<file path="config.mk">
export PLATFORM = sky130hd
export DESIGN_NAME = field_addr_ctrl
export DESIGN_NICKNAME = d
export VERILOG_FILES = /design/src/rtl/sacm_pkg.sv /design/src/rtl/sacm_shift.sv /design/src/rtl/sacm_strobe.sv /design/src/rtl/sacm_issue.sv /design/src/rtl/field_addr_ctrl.sv
export SDC_FILE = /design/constraint.sdc
export NUM_CORES = 1
export LEC_CHECK = 0
export BUFFER_PORTS_ARGS = -buffer_cell sky130_fd_sc_hd__buf_2
export CORE_MARGIN = 4
export CORE_UTILIZATION = 35
export CTS_CLUSTER_DIAMETER = 150
export DETAILED_ROUTE_END_ITERATION = 16
export HOLD_SLACK_MARGIN = 0.12
export PLACE_DENSITY_LB_ADDON = 0.2
export SETUP_SLACK_MARGIN = 0.5
export SKIP_LAST_GASP = 1
export SLEW_MARGIN = 20
export SYNTH_ARGS = -nofsm -noshare
export SYNTH_HDL_FRONTEND = slang
export SYNTH_SLANG_ARGS = --single-unit
export TNS_END_PERCENT = 50
</file>
<file path="constraint.sdc">
create_clock -name clk -period 1.7 [get_ports clk]
set_input_delay 0.085 -clock clk [delete_from_list [all_inputs] [get_ports clk]]
set_output_delay 0.085 -clock clk [all_outputs]
set_load 0.02 [all_outputs]
</file>
<file path="src/rtl/sacm_pkg.sv">
// Package: shared mode encoding for the serial address and mode controller.
// Assumes the two mode bits sit above the column field as {M1,M0}.
package sacm_pkg;
    typedef enum logic [1:0] {
        MODE_RD_A    = 2'b00,
        MODE_RD_B    = 2'b01,
        MODE_WR_C    = 2'b10,
        MODE_REFRESH = 2'b11
    } sacm_mode_e;
endpackage

</file>
<file path="src/rtl/sacm_shift.sv">
// Serial-in word register. On each qualified shift it takes one bit and
// places it at the MSB, so the first bit sent ends up at the LSB.
// Assumes shift_en is a one-cycle pulse per serial bit.
module sacm_shift #(
    parameter int W = 8
) (
    input  logic         clk,
    input  logic         rst_n,
    input  logic         shift_en,
    input  logic         ser_in,
    output logic [W-1:0] word
);
    // Shift the word right, taking the new bit in at the top
    always_ff @(posedge clk) begin
        if (!rst_n)        word <= '0;
        else if (shift_en) word <= {ser_in, word[W-1:1]};
    end
endmodule

</file>
<file path="src/rtl/sacm_strobe.sv">
// Edge detector for the address clock and the RAM-enable strobe, plus a
// warm-up counter that allows execution only after WARMUP strobe falls.
// Assumes addr_clk and ram_en are already synchronous to clk.
module sacm_strobe #(
    parameter int WARMUP = 8
) (
    input  logic clk,
    input  logic rst_n,
    input  logic addr_clk,
    input  logic ram_en,
    output logic sclk_rise,
    output logic re_fall,
    output logic exec_go,
    output logic warm_done
);
    localparam int CW = $clog2(WARMUP + 1);

    logic          sclk_q;
    logic          re_q;
    logic [CW-1:0] warm_cnt;

    // Keep the previous sample of both strobes
    always_ff @(posedge clk) begin
        if (!rst_n) begin
            sclk_q <= 1'b1;
            re_q   <= 1'b0;
        end else begin
            sclk_q <= addr_clk;
            re_q   <= ram_en;
        end
    end

    assign sclk_rise = addr_clk & ~sclk_q;
    assign re_fall   = ~ram_en & re_q;
    assign warm_done = (warm_cnt == CW'(WARMUP));
    assign exec_go   = re_fall & warm_done;

    // Count strobe falls until the warm-up period has passed
    always_ff @(posedge clk) begin
        if (!rst_n)                    warm_cnt <= '0;
        else if (re_fall && !warm_done) warm_cnt <= warm_cnt + 1'b1;
    end


    warm_bound_chk: assert property (@(posedge clk) disable iff (!rst_n)
        warm_cnt <= CW'(WARMUP));


    warm_rise_chk: assert property (@(posedge clk) disable iff (!rst_n)
        $rose(warm_done) |-> $past(re_fall));
endmodule

</file>
<file path="src/rtl/sacm_issue.sv">
// Command stage. A strobe fall captures the shifted words as the pending
// command. An execute pulse decodes the previously pending command into one
// command pulse with addresses, a refresh at the internal row, or an error
// pulse for an out-of-range row.
// Assumes exec_go is only ever high together with re_fall, and that
// ROWS <= 2**ROW_W.
module sacm_issue
    import sacm_pkg::*;
#(
    parameter int ROW_W = 8,
    parameter int COL_W = 6,
    parameter int ROWS  = 212
) (
    input  logic               clk,
    input  logic               rst_n,
    input  logic               re_fall,
    input  logic               exec_go,
    input  logic [ROW_W-1:0]   row_word,
    input  logic [COL_W+1:0]   col_word,
    output logic               rd_a,
    output logic               rd_b,
    output logic               wr_c,
    output logic               rfsh,
    output logic               row_err,
    output logic [ROW_W-1:0]   cmd_row,
    output logic [COL_W-1:0]   cmd_col
);
    localparam logic [ROW_W-1:0] LAST_ROW = ROW_W'(ROWS - 1);

    logic [ROW_W-1:0] pend_row;
    logic [COL_W-1:0] pend_col;
    sacm_mode_e       pend_mode;
    logic [ROW_W-1:0] ref_row;
    logic             is_ref;
    logic             bad_row;

    // Capture the shifted words as the pending command on each strobe fall
    always_ff @(posedge clk) begin
        if (!rst_n) begin
            pend_row  <= '0;
            pend_col  <= '0;
            pend_mode <= MODE_RD_A;
        end else if (re_fall) begin
            pend_row  <= row_word;
            pend_col  <= col_word[COL_W-1:0];
            pend_mode <= sacm_mode_e'(col_word[COL_W+1:COL_W]);
        end
    end

    assign is_ref  = (pend_mode == MODE_REFRESH);
    assign bad_row = !is_ref && (pend_row > LAST_ROW);

    // Carry out the pending command and drive one-cycle pulses
    always_ff @(posedge clk) begin
        if (!rst_n) begin
            rd_a    <= 1'b0;
            rd_b    <= 1'b0;
            wr_c    <= 1'b0;
            rfsh    <= 1'b0;
            row_err <= 1'b0;
            cmd_row <= '0;
            cmd_col <= '0;
        end else begin
            rd_a    <= 1'b0;
            rd_b    <= 1'b0;
            wr_c    <= 1'b0;
            rfsh    <= 1'b0;
            row_err <= 1'b0;
            if (exec_go) begin
                if (is_ref) begin
                    rfsh    <= 1'b1;
                    cmd_row <= ref_row;
                    cmd_col <= '0;
                end else if (bad_row) begin
                    row_err <= 1'b1;
                end else begin
                    cmd_row <= pend_row;
                    cmd_col <= pend_col;
                    case (pend_mode)
                        MODE_RD_A: rd_a <= 1'b1;
                        MODE_RD_B: rd_b <= 1'b1;
                        default:   wr_c <= 1'b1;
                    endcase
                end
            end
        end
    end

    // Internal refresh row: advance after each refresh, wrap at the last row
    always_ff @(posedge clk) begin
        if (!rst_n)
            ref_row <= '0;
        else if (exec_go && is_ref)
            ref_row <= (ref_row == LAST_ROW) ? '0 : ref_row + 1'b1;
    end


    one_pulse_chk: assert property (@(posedge clk) disable iff (!rst_n)
        $onehot0({rd_a, rd_b, wr_c, rfsh, row_err}));


    pulse_width_chk: assert property (@(posedge clk) disable iff (!rst_n)
        (rd_a || rd_b || wr_c || rfsh || row_err) |=>
        !(rd_a || rd_b || wr_c || rfsh || row_err));


    row_range_chk: assert property (@(posedge clk) disable iff (!rst_n)
        (rd_a || rd_b || wr_c) |-> (cmd_row <= LAST_ROW));


    err_hold_chk: assert property (@(posedge clk) disable iff (!rst_n)
        row_err |-> ($stable(cmd_row) && $stable(cmd_col)));


    ref_col_chk: assert property (@(posedge clk) disable iff (!rst_n)
        rfsh |-> (cmd_col == '0));


    ref_step_chk: assert property (@(posedge clk) disable iff (!rst_n)
        rfsh |-> (ref_row == ((cmd_row == LAST_ROW) ? '0 : cmd_row + 1'b1)));
endmodule

</file>
<file path="src/rtl/field_addr_ctrl.sv">
// Top of the serial address and mode controller. Two serial shifters
// collect the row and column-plus-mode words. The strobe unit finds the
// address clock rises and the RAM-enable falls and gates execution until
// warm-up ends. The issue stage decodes and emits commands.
// Assumes all inputs are synchronous to clk.
module field_addr_ctrl #(
    parameter int ROW_W  = 8,
    parameter int COL_W  = 6,
    parameter int ROWS   = 212,
    parameter int WARMUP = 8
) (
    input  logic             clk,
    input  logic             rst_n,
    input  logic             addr_clk,
    input  logic             row_sdi,
    input  logic             col_sdi,
    input  logic             ram_en,
    output logic             rd_a,
    output logic             rd_b,
    output logic             wr_c,
    output logic             rfsh,
    output logic             row_err,
    output logic [ROW_W-1:0] cmd_row,
    output logic [COL_W-1:0] cmd_col
);
    localparam int CWORD_W = COL_W + 2;

    logic               sclk_rise;
    logic               re_fall;
    logic               exec_go;
    logic               warm_done;
    logic [ROW_W-1:0]   row_word;
    logic [CWORD_W-1:0] col_word;

    sacm_strobe #(.WARMUP(WARMUP)) u_strobe (
        .clk       (clk),
        .rst_n     (rst_n),
        .addr_clk  (addr_clk),
        .ram_en    (ram_en),
        .sclk_rise (sclk_rise),
        .re_fall   (re_fall),
        .exec_go   (exec_go),
        .warm_done (warm_done)
    );

    sacm_shift #(.W(ROW_W)) u_row_sh (
        .clk      (clk),
        .rst_n    (rst_n),
        .shift_en (sclk_rise),
        .ser_in   (row_sdi),
        .word     (row_word)
    );

    sacm_shift #(.W(CWORD_W)) u_col_sh (
        .clk      (clk),
        .rst_n    (rst_n),
        .shift_en (sclk_rise),
        .ser_in   (col_sdi),
        .word     (col_word)
    );

    sacm_issue #(.ROW_W(ROW_W), .COL_W(COL_W), .ROWS(ROWS)) u_issue (
        .clk      (clk),
        .rst_n    (rst_n),
        .re_fall  (re_fall),
        .exec_go  (exec_go),
        .row_word (row_word),
        .col_word (col_word),
        .rd_a     (rd_a),
        .rd_b     (rd_b),
        .wr_c     (wr_c),
        .rfsh     (rfsh),
        .row_err  (row_err),
        .cmd_row  (cmd_row),
        .cmd_col  (cmd_col)
    );


    no_early_cmd_chk: assert property (@(posedge clk) disable iff (!rst_n)
        (rd_a || rd_b || wr_c || rfsh || row_err) |-> $past(warm_done));


    cmd_on_fall_chk: assert property (@(posedge clk) disable iff (!rst_n)
        (rd_a || rd_b || wr_c || rfsh || row_err) |-> $past(re_fall));
endmodule

</file>
==> impl_metrics.env <==
export IMPL_cts_max_level=3
export IMPL_start_util_pct=36.31
export IMPL_holdCritPathClass="in2reg"
export IMPL_grt_pass1_wl_um=9666
export IMPL_crit_arrival_ns=1.72
export IMPL_cts_buffers=9
export IMPL_synthArstFlopShare_pct=0
export IMPL_r2r_start="u_strobe.warm_cnt[0]"
export IMPL_synth_fa_ha_area_share_pct=1.418
export IMPL_synth_fp_nets=293
export IMPL_path_common_cell="buf_6"
export IMPL_tns_ns=0
export IMPL_cts_root_buffer="clkbuf_8"
export IMPL_yosys_area_share_simple_pct=22.35
export IMPL_drt_iter0_markers=70
export IMPL_dr_pass1_iters=4
export IMPL_critical_path_max_stage_delay_ns=0.34
export IMPL_min_path_cells=2
export IMPL_synth_top_area_share_pct=49.15
export IMPL_grt_max_degree=44
export IMPL_max_freq_ghz=0.6722
export IMPL_synth_top_family_by_area="simple AND/OR/NAND/NOR gates"
export IMPL_slew_violations=0
export IMPL_crit_path_cell_trace="inv_2 -> ha_4 -> nand3b_4 -> or2_4 -> buf_6 -> o31ai_4 -> buf_6 -> nor2_1"
export IMPL_timing_final_crit_share_pct=87.51
export IMPL_ir_worst_vdd_mv=0.4059
export IMPL_rrSetupSlack_ns=0.21
export IMPL_synthFlopType="dfxtp_1"
export IMPL_seqCellArea_mm2=0.001311
export IMPL_routed_via_density=4.788
export IMPL_synth_edf_count=0
export IMPL_required_ns=1.94
export IMPL_ios=25
export IMPL_wl_per_cell_um=13.21
export IMPL_hpwl_um=3895
export IMPL_antenna_found_initial=0
export IMPL_drive_gt1_share_pct=27.54
export IMPL_portBuffers=24
export IMPL_clock_latency_ns=0.34
export IMPL_num_vias=2073
export IMPL_total_power_mw=2.729
export IMPL_synth_cell_types=39
export IMPL_cts_tree="done"
export IMPL_drt_total_wl_um=5719
export IMPL_r2r_end="u_issue.ref_row[0]"
export IMPL_start_kind="flip-flop"
export IMPL_gp_congestion=0.7438
export IMPL_whs_endpoint="u_issue.cmd_row[5]"
export IMPL_leakage_nw=1.285
export IMPL_core_area_mm2=0.007292
export IMPL_ys_top_cells_by_area="dfxtp_1, nand2_1, a21boi_0, xnor2_1, mux2i_1"
export IMPL_outcome="finished clean"
export IMPL_netlist_instances=284
export IMPL_min_period_ns=1.488
export IMPL_final_nets=339
export IMPL_rows=31
export IMPL_yosysMostFrequentCell="nand2_1"
export IMPL_critPathSlowestCell="dfxtp_4"
export IMPL_grt_pass1_vias=1938
export IMPL_maxCapViolations=0
export IMPL_ff2ff_path_depth=8
export IMPL_die_x_um=94.98
export IMPL_cts_path_max_buffers=2
export IMPL_syn_area_per_cell_um2=9.322
export IMPL_synth_compound_area_share_pct=17.86
export IMPL_die_h_um=94.98
export IMPL_clk_pin_slew_ns=0.07
export IMPL_min_delay_start="rst_n"
export IMPL_ys_seq_elements=65
export IMPL_ant_nets=0
export IMPL_cp_end_kind="flip-flop"
export IMPL_multi_input_area_mm2=0.001338
export IMPL_muxShareOfSynthArea_pct=2.647
export IMPL_worst_slew_pin_slew_ns=0.3556
export IMPL_synth_area_leader_cell="dfxtp_1"
export IMPL_netlist_top_cells_count="nand2_1, dfxtp_1, a21boi_0"
export IMPL_dieArea_mm2=0.009020
export IMPL_finClkSkew_ns=0.01093
export IMPL_yosysWarnings=0
export IMPL_synth_seq_area_share_pct=49.15
export IMPL_grtUsageTotal_pct=14.19
export IMPL_synth_xor_area_share_pct=3.308
export IMPL_cts_sinks=65
export IMPL_fill_cells=753
export IMPL_antenna_cells=0
export IMPL_rsz0062_at_grt="yes"
export IMPL_synth_area_mm2=0.002648
export IMPL_hold_viol=0
export IMPL_critical_path_class="reg2reg"
export IMPL_path_max_fanout=6
export IMPL_gr_total_overflow=0
export IMPL_syn2layout_area_growth_pct=25.09
export IMPL_p_per_area_mw_per_mm2=823.9
export IMPL_setup_viol=0
export IMPL_maxSlewHeadroom_pct=76.29
export IMPL_drc=0
-- per-stage QoR --
step                      hold slack (ns)  util [%]  cell area, um^2  setup WS, ns  cells
after floorplan                    0.1865         -             2684        0.2069    284
after detailed placement           0.3035     40.41             2947       0.04194    402
after CTS                          0.1293     44.42             3239        0.1698    429
after global placement             0.2969     40.41             2947       0.06565    402
final                              0.1400     45.42             3312        0.2123    433
after global routing               0.1401     45.42             3312        0.1620    433
-- sequential cells by signal, summed over array words and instances (netlist names), 2 cells and up --
register	cells
u_issue.pend_mode	2
u_issue.cmd_row	8
u_row_sh.word	8
u_col_sh.word	8
u_issue.ref_row	8
u_strobe.warm_cnt	4
u_issue.pend_col	6
u_issue.pend_row	8
u_issue.cmd_col	6
-- worst max-delay path: cells and delay by family, from the launching register on --
kind / cells / cell delay [ns]
adder cells (fa/ha/maj): 1 / 0.13
AND/OR/NAND/NOR: 3 / 0.38
flip-flops: 1 / 0.34
AO/OA/AOI/OAI: 1 / 0.20
buffers and inverters: 3 / 0.35
-- logic make-up (layout without fill, tap and decap cells) --
| kind of cell | after synthesis | after routing |
|---|---|---|
| muxes | 7 | 7 |
| and+or+nand+nor | 124 | 124 |
| DFF | 65 | 65 |
| adders and majority gates | 3 | 3 |
| AOI/OAI and AO/OA | 55 | 55 |
| xor gates and xnor gates | 10 | 10 |
| buffers and inverters | 20 | 70 |
-- per-layer routing --
metal / part of all wire [%] / GRT usage (%) / vias up
li1: - / - / 1064
met1: 52 / 19.40 / 965
met2: 42 / 20.38 / 35
met3: 3.8 / 3.825 / 9
met4: 2.1 / 7.212 / 0
met5: 0 / 0 / -
-- layout by cell type, fill, tap and decap left out, drive strengths merged, types with 3 or more instances in the layout --
| cell type | instances |
|---|---|
| nand3 | 12 |
| nand2 | 72 |
| nand2b | 3 |
| buf | 49 |
| xnor2 | 10 |
| and2 | 6 |
| clkbuf | 10 |
| ha | 3 |
| a32o | 6 |
| dfxtp | 65 |
| nor3 | 5 |
| nor2 | 10 |
| clkinv | 3 |
| o211a | 6 |
| dlygate4sd3 | 4 |
| nor4 | 4 |
| a21boi | 33 |
| mux2i | 7 |
-- worst max path at each step --
stage               slack, ns  cells after the start                  from                  to
finish                   0.21                      8  u_strobe.warm_cnt[0]  u_issue.ref_row[0]
global route             0.16                      8  u_strobe.warm_cnt[0]  u_issue.cmd_col[1]
CTS                      0.17                      8  u_strobe.warm_cnt[0]  u_issue.ref_row[7]
detailed placement       0.04                      7  u_strobe.warm_cnt[1]  u_issue.ref_row[3]
global placement         0.07                      7  u_strobe.warm_cnt[1]  u_issue.ref_row[7]
floorplan                0.21                      7  u_strobe.warm_cnt[1]        u_issue.rd_a
-- layout make-up --
| class | instances | share of cell area, % |
|---|---|---|
| Sequential cell | 65 | 39.59 |
| Inverter | 2 | 0.2267 |
| Timing Repair Buffer | 53 | 11.18 |
| Clock inverter | 5 | 1.020 |
| Multi-Input combinational cell | 199 | 40.39 |
| Tap cell | 99 | 3.740 |
| Clock buffer | 10 | 3.853 |
-- report_power, final --
group          total, mW  leakage [nW]  switching, mW  internal, mW
sequential          1.53         0.527        0.00483          1.53
clock               1.09        0.0781          0.577         0.517
combinational      0.102         0.679         0.0568        0.0450
-- what timing repair did --
item,CTS,global route
endpoints found under the hold margin,4,0
gates resized for setup,12,13
buffers inserted,8,4
setup endpoints to repair,47,47
pin swaps,12,12
hold buffers,4,0
Note: power is estimated with default switching activity, not from simulation.
